===== config.mk =====
export PLATFORM = sky130hd
export DESIGN_NAME = vmem_phase_arbiter
export DESIGN_NICKNAME = d
export VERILOG_FILES = /design/src/rtl/vmem_arb_pkg.sv /design/src/rtl/vmem_slot_gen.sv /design/src/rtl/vmem_bus_mux.sv /design/src/rtl/vmem_pixel_latch.sv /design/src/rtl/vmem_phase_arbiter.sv
export SDC_FILE = /design/constraint.sdc
export NUM_CORES = 1
export LEC_CHECK = 0
export BUFFER_PORTS_ARGS = -buffer_cell sky130_fd_sc_hd__buf_2
export CORE_MARGIN = 2
export CORE_UTILIZATION = 31
export DETAILED_ROUTE_END_ITERATION = 10
export HOLD_SLACK_MARGIN = 0.05
export PLACE_DENSITY = 0.84
export SKIP_LAST_GASP = 1
export SYNTH_ARGS = -nofsm -noshare
export SYNTH_HDL_FRONTEND = slang
export SYNTH_SLANG_ARGS = --single-unit

===== constraint.sdc =====
create_clock -name clk -period 1.7 [get_ports clk]
set_input_delay 0.255 -clock clk [delete_from_list [all_inputs] [get_ports clk]]
set_output_delay 0.255 -clock clk [all_outputs]
set_load 0.02 [all_outputs]

===== src/rtl/vmem_arb_pkg.sv =====
package vmem_arb_pkg;

    // Ownership of the shared RAM within one system-clock period.
    typedef enum logic {
        SLOT_VIDEO = 1'b0,
        SLOT_CPU   = 1'b1
    } slot_e;

    // A write is granted only in the CPU slot with a CPU attached and asking.
    function automatic logic write_grant(slot_e slot, logic present, logic wr);
        return (slot == SLOT_CPU) && present && wr;
    endfunction

    function automatic slot_e next_slot(slot_e slot);
        return (slot == SLOT_CPU) ? SLOT_VIDEO : SLOT_CPU;
    endfunction

endpackage


===== src/rtl/vmem_slot_gen.sv =====
module vmem_slot_gen
    import vmem_arb_pkg::*;
(
    input  logic  clk,
    input  logic  rst,
    output slot_e slot_o
);

    slot_e slot_q;

    always_ff @(posedge clk) begin
        if (rst) begin
            slot_q <= SLOT_VIDEO;
        end else begin
            slot_q <= next_slot(slot_q);
        end
    end

    assign slot_o = slot_q;

    // The slot alternates on every edge once reset has been released.
    assert_slot_alternates_R2: assert property (@(posedge clk) disable iff (rst)
        !$past(rst) |-> (slot_q != $past(slot_q)));

endmodule


===== src/rtl/vmem_bus_mux.sv =====
module vmem_bus_mux
    import vmem_arb_pkg::*;
#(
    parameter int ADDR_W = 17,
    parameter int DATA_W = 8
) (
    input  logic              clk,
    input  logic              rst,
    input  slot_e             slot,
    input  logic [ADDR_W-1:0] cpu_addr,
    input  logic [DATA_W-1:0] cpu_wdata,
    input  logic              cpu_wr,
    input  logic              cpu_present,
    input  logic [ADDR_W-1:0] vid_addr,
    output logic [ADDR_W-1:0] ram_addr,
    output logic              ram_we_n,
    output logic [DATA_W-1:0] ram_wdata,
    output logic              ram_wdata_oe
);

    logic grant;

    always_comb begin
        grant = !rst && write_grant(slot, cpu_present, cpu_wr);
        unique case (slot)
            SLOT_CPU:   ram_addr = cpu_addr;
            SLOT_VIDEO: ram_addr = vid_addr;
            default:    ram_addr = vid_addr;
        endcase
        ram_we_n     = !grant;
        ram_wdata_oe = grant;
        ram_wdata    = grant ? cpu_wdata : '0;
    end

    assert_strobe_in_cpu_slot_R4: assert property (@(posedge clk) disable iff (rst)
        !ram_we_n |-> (slot == SLOT_CPU));

    assert_absent_cpu_no_write_R5: assert property (@(posedge clk) disable iff (rst)
        !cpu_present |-> (ram_we_n && !ram_wdata_oe));

    assert_drive_only_on_write_R6: assert property (@(posedge clk) disable iff (rst)
        ram_wdata_oe |-> !ram_we_n);

    assert_video_addr_routed_R3: assert property (@(posedge clk) disable iff (rst)
        (slot == SLOT_VIDEO) |-> (ram_addr == vid_addr));

endmodule


===== src/rtl/vmem_pixel_latch.sv =====
module vmem_pixel_latch
    import vmem_arb_pkg::*;
#(
    parameter int DATA_W = 8,
    parameter int RED_W  = 3
) (
    input  logic              clk,
    input  logic              rst,
    input  slot_e             slot,
    input  logic [DATA_W-1:0] ram_rdata,
    output logic [DATA_W-1:0] pix_byte,
    output logic [RED_W-1:0]  pix_red
);

    localparam int RED_LSB = DATA_W - RED_W;

    logic [DATA_W-1:0] pix_q;

    always_ff @(posedge clk) begin
        if (rst) begin
            pix_q <= '0;
        end else if (slot == SLOT_VIDEO) begin
            pix_q <= ram_rdata;
        end
    end

    assign pix_byte = pix_q;
    assign pix_red  = pix_q[DATA_W-1:RED_LSB];

    assert_pixel_held_R7: assert property (@(posedge clk) disable iff (rst)
        (slot == SLOT_CPU) |=> $stable(pix_q));

    assert_pixel_capture_R7: assert property (@(posedge clk) disable iff (rst)
        (slot == SLOT_VIDEO) |=> (pix_q == $past(ram_rdata)));

endmodule


===== src/rtl/vmem_phase_arbiter.sv =====
module vmem_phase_arbiter
    import vmem_arb_pkg::*;
#(
    parameter int ADDR_W = 17,
    parameter int DATA_W = 8,
    parameter int RED_W  = 3
) (
    input  logic              clk,
    input  logic              rst,
    input  logic [ADDR_W-1:0] cpu_addr,
    input  logic [DATA_W-1:0] cpu_wdata,
    input  logic              cpu_wr,
    input  logic              cpu_present,
    input  logic [ADDR_W-1:0] vid_addr,
    input  logic [DATA_W-1:0] ram_rdata,
    output logic              sys_clk_o,
    output logic [ADDR_W-1:0] ram_addr,
    output logic              ram_we_n,
    output logic [DATA_W-1:0] ram_wdata,
    output logic              ram_wdata_oe,
    output logic [DATA_W-1:0] pix_byte,
    output logic [RED_W-1:0]  pix_red
);

    slot_e slot;

    vmem_slot_gen u_slot (
        .clk    (clk),
        .rst    (rst),
        .slot_o (slot)
    );

    vmem_bus_mux #(
        .ADDR_W (ADDR_W),
        .DATA_W (DATA_W)
    ) u_mux (
        .clk          (clk),
        .rst          (rst),
        .slot         (slot),
        .cpu_addr     (cpu_addr),
        .cpu_wdata    (cpu_wdata),
        .cpu_wr       (cpu_wr),
        .cpu_present  (cpu_present),
        .vid_addr     (vid_addr),
        .ram_addr     (ram_addr),
        .ram_we_n     (ram_we_n),
        .ram_wdata    (ram_wdata),
        .ram_wdata_oe (ram_wdata_oe)
    );

    vmem_pixel_latch #(
        .DATA_W (DATA_W),
        .RED_W  (RED_W)
    ) u_pix (
        .clk       (clk),
        .rst       (rst),
        .slot      (slot),
        .ram_rdata (ram_rdata),
        .pix_byte  (pix_byte),
        .pix_red   (pix_red)
    );

    assign sys_clk_o = (slot == SLOT_CPU);

    // Reset holds the strobe inactive and the pixel cleared.
    assert_reset_quiet_R1: assert property (@(posedge clk)
        rst |-> ram_we_n);

    always_comb begin
        assert_red_slice_R8: assert (pix_red == pix_byte[DATA_W-1 -: RED_W]);
    end

endmodule


==> results of run 1 <==
area by class of cell:
class | instances | share of cell area
flip-flops and latches | 9 | 0.165
multi-input cells | 43 | 0.333
inverters | 1 | 0.00342
well taps | 27 | 0.0308
clock buffers | 4 | 0.0239
repair buffers | 94 | 0.444
power by group:
part	leakage [uW]	internal (uW)	total [uW]	switching (uW)
Sequential	0.0000749	226	238	11.3
Combinational	0.000548	136	278	142
Clock	0.0000150	90.1	159	69.0
Total	0.000638	452	675	222
metrics by stage:
stage / cell area [um^2] / hold WS [ns] / setup WS, ns / utilization
floorplan: 628 / 0.399 / 0.258 / -
global placement: 1070 / 0.474 / 0.297 / 0.552
detailed placement: 1070 / 0.502 / 0.273 / 0.552
CTS: 1100 / 0.231 / 0.0841 / 0.566
global route: 1100 / 0.250 / 0.0174 / 0.566
finish: 1100 / 0.237 / 0.102 / 0.566
per-layer routing:
layer / vias to the layer above / GRT usage / share of wire
li1: 383 / - / -
met1: 304 / 0.165 / 0.37
met2: 54 / 0.326 / 0.51
met3: 0 / 0.0521 / 0.12
met4: 0 / 0.0619 / 0
met5: - / 0 / 0
logic make-up after synthesis:
kind of cell           after synthesis
buffers and inverters                9
muxes                               25
DFF                                  9
and+or+nand+nor                     18
placed cells by master (no fill, tap or decap):
cell type   n
and4b_1     1
buf_12      1
dfxtp_2     1
mux2_2     17
clkbuf_4    3
nor2_1      9
and2_1      8
inv_1       1
buf_4       1
dfxtp_1     8
mux2i_1     8
clkbuf_1    1
buf_2      92
sequential cells by signal, summed over array words and instances (netlist names):
name / flops
u_pix.pix_byte: 8
u_slot.slot_o: 1
critical path, cell delays in order, from the launching register on:
cell and delay (ns):
dfxtp_2 0.39, buf_4 0.20, mux2_2 0.34, buf_2 0.16
final timing paths:
check                           slack, ns                           start  cells past startpoint                        endpoint
worst max-delay path                 0.10        u_slot.slot_o$_SDFF_PP0_                      3                    ram_addr[11]
worst min-delay path                 0.24                    ram_rdata[0]                      3  u_pix.pix_byte[0]$_SDFFE_PP0N_
worst min register to register       0.52  u_pix.pix_byte[6]$_SDFFE_PP0N_                      2  u_pix.pix_byte[6]$_SDFFE_PP0N_
worst max register to register       0.73        u_slot.slot_o$_SDFF_PP0_                      3  u_pix.pix_byte[4]$_SDFFE_PP0N_
what timing repair did:
item                                    in CTS  in global routing
endpoints found under the setup margin       1                  0
gates resized for setup                      1                  0
hold buffers                                 0                  0
==> impl_metrics.ini, run 1 <==
[logic_synthesis]
synth_commonest_cells = mux2_2, dfxtp_1, nor2_1
netlist_area_um2 = 628
synth-xor-area-share = 0
synthArstFlopShare = 0
yosysTopAreaCell = mux2_2
synth_area_leaders = mux2_2, dfxtp_1, mux2i_1, buf_6, and2_1
synth_compound_area_frac = 0
synth_top_cell_area_share = 0.305
syn-mean-instance-area_um2 = 10.3
yosys-mux-area-fraction = 0.432
synthMostInstantiatedCell = mux2_2
synth_cells = 61
synth_edf_count = 0
yosysSeqAreaShare = 0.287
syn_nets = 115
synthFlopType = dfxtp_1
synth_adder_area_share = 0
synth-simple-area-share = 0.149
ys_ff_latch = 9
ys_warn_count = 0
ys_types = 9
synth_top_family_by_area = multiplexers

[pwr]
power_uw = 675
power_density_nw_per_um2 = 614
ir_drop_mv = 0.377
leakage_uw = 0.000638

[sta]
fmax_ghz = 0.626
maxSlewViolCount = 0
hold_viol_final = 0
tightest_slew_ns = 0.251
fin_skew_ns = 0.00553
grt_setup_unrepaired = false
post-route-period-util = 0.940
finalSetupViolCount = 0
setup_tns_ns = 0
min_period_ns = 1.60
slew-limit-headroom = 0.833

[floorplan]
start_util = 0.323
core-area_um2 = 1940
die_h_um = 49.0
die_w_um = 49.0
rows = 16
die-area_um2 = 2400
ios = 93

[grt]
grt_pass1_vias = 748
antenna_found_initial = 0
grt_overflow_total = 0
grt_pass1_wl_um = 3220
grt_usage = 0.169
grt_max_degree = 18

[clocking]
cts_sinks = 9
post_cts_buffers = 0
cts_root_buf = clkbuf_4
path_clk_slew_ns = 0.06
cts_inserted_buffers = 3
htree_levels = 1
tritoncts = done
clk_path_buf_depth = 2
clk_latency_ns = 0.25

[layout]
area_delta_synth_final_pct = 74.9
multi_input_area_um2 = 365
finalNonFillerCells = 178
register_area_um2 = 181
drive_gt1_frac = 0.762
antenna_cells = 0
fin_nets = 206
nFillCells = 181

[routing]
vias = 741
ant_nets = 0
drc_errors = 0
drt_iter0_drc = 1
avgRoutedWirePerCell_um = 11.3
drtPass1Iterations = 2
drt-total-wl_um = 2010
routed_via_density = 4.16

[critical_path]
start_kind = register
crit_fanout = 8
worstPathRequired_ns = 1.44
crit_arrival_ns = 1.34
crit_type = register to primary output
end_kind = primary output

[run_status]
run_status = completed

[flow_run]
cap_violations = 0

[placement]
dp_hpwl_um = 1710
place.gp.congestion = 0.673
post-place-cells = 174
portBuffers = 92

[worst_hold_path]
hp-class = input pin to register
Power figures use the tool's default switching activity.
==> inputs of run 2 (changes only) <==
- CORE_ASPECT_RATIO: unset -> 1.2
==> run 2 against run 1 <==
  * Critical path depth did not move
  * Design area down 1.1%
  * Critical path type unchanged
  * Clock-buffer cell count unchanged
  * Largest power group unchanged
==> impl_metrics.ini, run 2 (synthesis results as in run 1) <==
[grt]
grt_overflow_total = 0
grt_max_degree = 20
antenna_found_initial = 0
grt_pass1_wl_um = 2830
grt_usage = 0.162
grt_pass1_vias = 695

[floorplan]
start_util = 0.336
die-area_um2 = 2400
ios = 93
die_h_um = 53.3
rows = 17
die_w_um = 45.1
core-area_um2 = 1870

[routing]
drt_iter0_drc = 4
drt-total-wl_um = 2070
vias = 775
drtPass1Iterations = 4
drc_errors = 0
wl_met3_um = 348
route.met2.wl_um = 1090
avgRoutedWirePerCell_um = 12.1
wl_met1_um = 611
top_layer = met4
routed_via_density = 4.53
ant_nets = 0

[sta]
finalSetupViolCount = 0
post-route-period-util = 0.933
tightest_slew_ns = 0.254
fmax_ghz = 0.631
setup_slack_ns = 0.114
grt_setup_unrepaired = false
min_period_ns = 1.59
fin_skew_ns = 0.00268
hold_viol_final = 0
slew-limit-headroom = 0.831
setup_tns_ns = 0
maxSlewViolCount = 0

[layout]
area_delta_synth_final_pct = 72.9
drive_gt1_frac = 0.757
final_cell_area_um2 = 1090
register_area_um2 = 180
multi_input_area_um2 = 365
fin_nets = 207
layout_commonest_cell = buf_2
mostFrequentLayoutCells = buf_2, mux2_2, nor2_1, dfxtp_1
antenna_cells = 0
nFillCells = 182
largest_reg_flops = 8

[critical_path]
ff2ff_setup_slack_ns = 0.78
r2r-end = u_pix.pix_byte[2]$_SDFFE_PP0N_
slowest_delay_ns = 0.36
crit_type = register to primary output
end_kind = primary output
cp_cell_sequence = buf_6 -> mux2_2 -> buf_2
crit_fanout = 19
r2r_start = u_slot.slot_o$_SDFF_PP0_
crit_arrival_ns = 1.33
cp-startpoint = u_slot.slot_o$_SDFF_PP0_
worstPathRequired_ns = 1.44
start_kind = register
endpoint = ram_addr[9]
rr_worst_depth = 3
crit_slowest_cell = dfxtp_1

[placement]
dp_slack_ns = 0.336
place.gp.congestion = 0.645
portBuffers = 92
dp_hpwl_um = 1800
placed_cell_area_um2 = 1060

[clocking]
tritoncts = done
htree_levels = 1
cts_inserted_buffers = 3
clk_path_buf_depth = 2
cts_sinks = 9
clk_latency_ns = 0.25
cts_resized = 0
path_clk_slew_ns = 0.06
cts_hold_buf = 0
post_cts_buffers = 0
cts_root_buf = clkbuf_4

[run_status]
run_status = completed

[worst_hold_path]
hp-class = input pin to register

[pwr]
power_density_nw_per_um2 = 620
leakage_uw = 0.000640
ir_drop_mv = 0.436

[flow_run]
cap_violations = 0
[run 2: changes by cell type in the layout (fill, tap and decap cells not counted)]
cell,previous run,this run
buf_12,1,0
buf_4,1,2
buf_6,0,1
dfxtp_1,8,9
dfxtp_2,1,0
[run 2: area by class of cell]
cell class	count	area share
timing repair buffer	95	0.448
tap	19	0.0219
sequential	9	0.166
clock buffer	4	0.0242
inverter	1	0.00346
multi-input combinational	43	0.336
[run 2: power by group]
| part | internal (uW) | switching (uW) |
|---|---|---|
| registers | 226 | 8.20 |
| logic | 134 | 143 |
| clock network | 90.3 | 71.5 |
| total | 450 | 223 |
[run 2: critical path, delay by kind of cell, from the launching register on]
family | cells | cell delay (ns)
buf+inv | 2 | 0.37
flops | 1 | 0.36
mux | 1 | 0.35
[run 2: how the worst min path moves through the flow]
stage | start | slack [ns] | endpoint | cells past startpoint
after floorplan | ram_rdata[0] | 0.40 | u_pix.pix_byte[0]$_SDFFE_PP0N_ | 2
after global placement | u_pix.pix_byte[2]$_SDFFE_PP0N_ | 0.47 | u_pix.pix_byte[2]$_SDFFE_PP0N_ | 2
after detailed placement | u_pix.pix_byte[0]$_SDFFE_PP0N_ | 0.48 | u_pix.pix_byte[0]$_SDFFE_PP0N_ | 2
after CTS | ram_rdata[1] | 0.23 | u_pix.pix_byte[1]$_SDFFE_PP0N_ | 3
after global routing | ram_rdata[0] | 0.24 | u_pix.pix_byte[0]$_SDFFE_PP0N_ | 3
final | ram_rdata[1] | 0.23 | u_pix.pix_byte[1]$_SDFFE_PP0N_ | 3
[run 2: per-layer routing]
metal  GRT usage  vias to the layer above
met4      0.0784                        0
li1            -                      383
met3      0.0785                        4
met2       0.312                       54
met5           0                        -
met1       0.129                      334
[run 2: through the flow]
stage | hold slack (ns) | power [uW] | util | cells
finish | 0.232 | 673 | 0.580 | 171
detailed placement | 0.478 | 517 | 0.564 | 167
global placement | 0.473 | 511 | 0.564 | 167
CTS | 0.226 | 684 | 0.578 | 171
floorplan | 0.399 | 414 | - | 61
global route | 0.239 | 716 | 0.580 | 171
==> inputs of run 3 (changes only) <==
- ABC_AREA: unset -> 1
- CORE_UTILIZATION: 31 -> 33
- PLACE_DENSITY: 0.84 -> 0.85
- SLEW_MARGIN: unset -> 20
==> run 3 against run 2 <==
  * Cell count up 32%
  * Design area up 5.9%
  * First-iteration DRC count is 50% higher
  * Area after synthesis increased by 11%
  * Sequential share of layout area shrank 0.92 points
  * Maximum frequency grew 2.4%
  * Sequential power about the same
  * Synthesized cell count is 87% higher
  * Critical endpoint is now ram_wdata[3]
  * Largest cell class unchanged
  * Largest power group unchanged
==> impl_metrics.ini, run 3 <==
[run_status]
run_status = completed

[logic_synthesis]
netlist_area_um2 = 694
yosysSeqAreaShare = 0.259
syn-mean-instance-area_um2 = 6.09
synthArstFlopShare = 0
synth_commonest_cells = nand2_1, dfxtp_1, inv_1, nand3_1, nor3_1
synth_area_leaders = nand2_1, dfxtp_1, nand3_1, nor3_1, buf_6
synthMostInstantiatedCell = nand2_1
ys_ff_latch = 9
syn_nets = 168
yosysTopAreaCell = nand2_1
ys_types = 16
synthFlopType = dfxtp_1
synth_top_cell_area_share = 0.362
ys_warn_count = 0
synth_edf_count = 0
synth_cells = 114

[clocking]
cts_resized = 0
tritoncts = done
path_clk_slew_ns = 0.06
cts_hold_buf = 0
cts_sinks = 9
cts_inserted_buffers = 3
clk_latency_ns = 0.25
post_cts_buffers = 0
cts_root_buf = clkbuf_4
clk_path_buf_depth = 2
htree_levels = 1

[critical_path]
path_buf_inv = 2
worstPathRequired_ns = 1.44
cp_cell_sequence = buf_4 -> nand2_8 -> nor3_1 -> buf_2
crit_slowest_cell = dfxtp_1
start_kind = register
crit_arrival_ns = 1.29
cp_top_family = buffers and inverters
crit_type = register to primary output
slowest_delay_ns = 0.32
crit_fanout = 9
end_kind = primary output

[floorplan]
rows = 18
ios = 93
die-area_um2 = 2490
die_h_um = 54.3
die_w_um = 45.9
start_util = 0.343
core-area_um2 = 2030

[sta]
fin_skew_ns = 0.00174
min_period_ns = 1.55
fmax_ghz = 0.646
setup_tns_ns = 0
tightest_slew_ns = 0.204
grt_setup_unrepaired = false
post-route-period-util = 0.911
hold_viol_final = 0
maxSlewViolCount = 0
slew-limit-headroom = 0.863
finalSetupViolCount = 0
setup_slack_ns = 0.151

[grt]
grt_pass1_wl_um = 2660
grt_max_degree = 21
antenna_found_initial = 0
grt_pass1_vias = 719
grt_overflow_total = 0
grt_usage = 0.141

[routing]
avgRoutedWirePerCell_um = 9.02
vias = 980
routed_via_density = 4.36
drt-total-wl_um = 2030
drt_iter0_drc = 6
ant_nets = 0
drc_errors = 0
drtPass1Iterations = 4

[layout]
antenna_cells = 0
final_cell_area_um2 = 1150
fin_nets = 260
drive_gt1_frac = 0.512
layout_commonest_cell = buf_2
largest_reg_flops = 8
area_delta_synth_final_pct = 65.6
mostFrequentLayoutCells = buf_2, nand2_1, dfxtp_1

[placement]
dp_hpwl_um = 1680
placed_cell_area_um2 = 1120
portBuffers = 92
dp_slack_ns = 0.457
place.gp.congestion = 0.662

[pwr]
leakage_uw = 0.000778
power_density_nw_per_um2 = 602
ir_drop_mv = 0.416

[worst_hold_path]
hp-class = input pin to register

[flow_run]
cap_violations = 0
-- run 3: cell count changes after synthesis, moves of 2 or more --
cell | previous run | this run
nand3_1 | 0 | 8
inv_1 | 1 | 8
mux2i_1 | 8 | 0
nand2_1 | 0 | 67
nor2_1 | 9 | 0
mux2_2 | 17 | 0
buf_6 | 5 | 3
and2_1 | 8 | 0
nor3_1 | 0 | 7
-- run 3: cells by family (layout without fill, tap and decap cells) --
kind of cell	Yosys count	count (layout)	share of synthesized area
simple gates	87	87	0.568
buf+inv	18	109	0.173
flops	9	9	0.259
-- run 3: worst register-to-register path: stages, from the launching register on --
cell and delay, ns:
dfxtp_1 0.31, buf_4 0.19, nor2_8 0.17, nand2_1 0.07, nand2_1 0.05
-- run 3: cell type report --
class | instances | area [um^2]
Multi-Input combinational cell | 87 | 394
Inverter | 11 | 48.8
Tap cell | 20 | 25.0
Fill cell | 215 | 877
Timing Repair Buffer | 94 | 475
Clock buffer | 4 | 26.3
Sequential cell | 9 | 180
-- run 3: stage by stage --
step	power (uW)	cells	hold slack [ns]	utilization
2_1_floorplan	428	114	0.330	-
3_3_place_gp	537	221	0.443	0.554
3_5_place_dp	539	221	0.446	0.554
4_1_cts	701	225	0.178	0.567
5_1_grt	744	225	0.187	0.567
6_report	692	225	0.186	0.567
-- run 3: path summary, 6_finish.rpt --
| path | startpoint | cells after the start | to | slack (ns) |
|---|---|---|---|---|
| hold / removal | ram_rdata[1] | 3 | u_pix.pix_byte[1]$_SDFFE_PP0N_ | 0.19 |
| setup / recovery | u_slot.slot_o$_SDFF_PP0_ | 4 | ram_wdata[3] | 0.15 |
| setup reg to reg | u_slot.slot_o$_SDFF_PP0_ | 4 | u_pix.pix_byte[3]$_SDFFE_PP0N_ | 0.85 |
| hold reg to reg | u_pix.pix_byte[2]$_SDFFE_PP0N_ | 2 | u_pix.pix_byte[2]$_SDFFE_PP0N_ | 0.47 |
-- run 3: layer usage --
metal  GRT usage  vias up  wire [um]
met5           0        -          0
met4      0.0667        0         17
met3      0.0231        4        226
met2       0.264       48       1010
met1       0.149      402        772
li1            -      526          -
-- run 3: power breakdown --
group	leakage, uW	internal (uW)	switching (uW)
Clock	0.0000150	90.1	69.5
Sequential	0.0000747	226	7.77
Combinational	0.000688	117	182
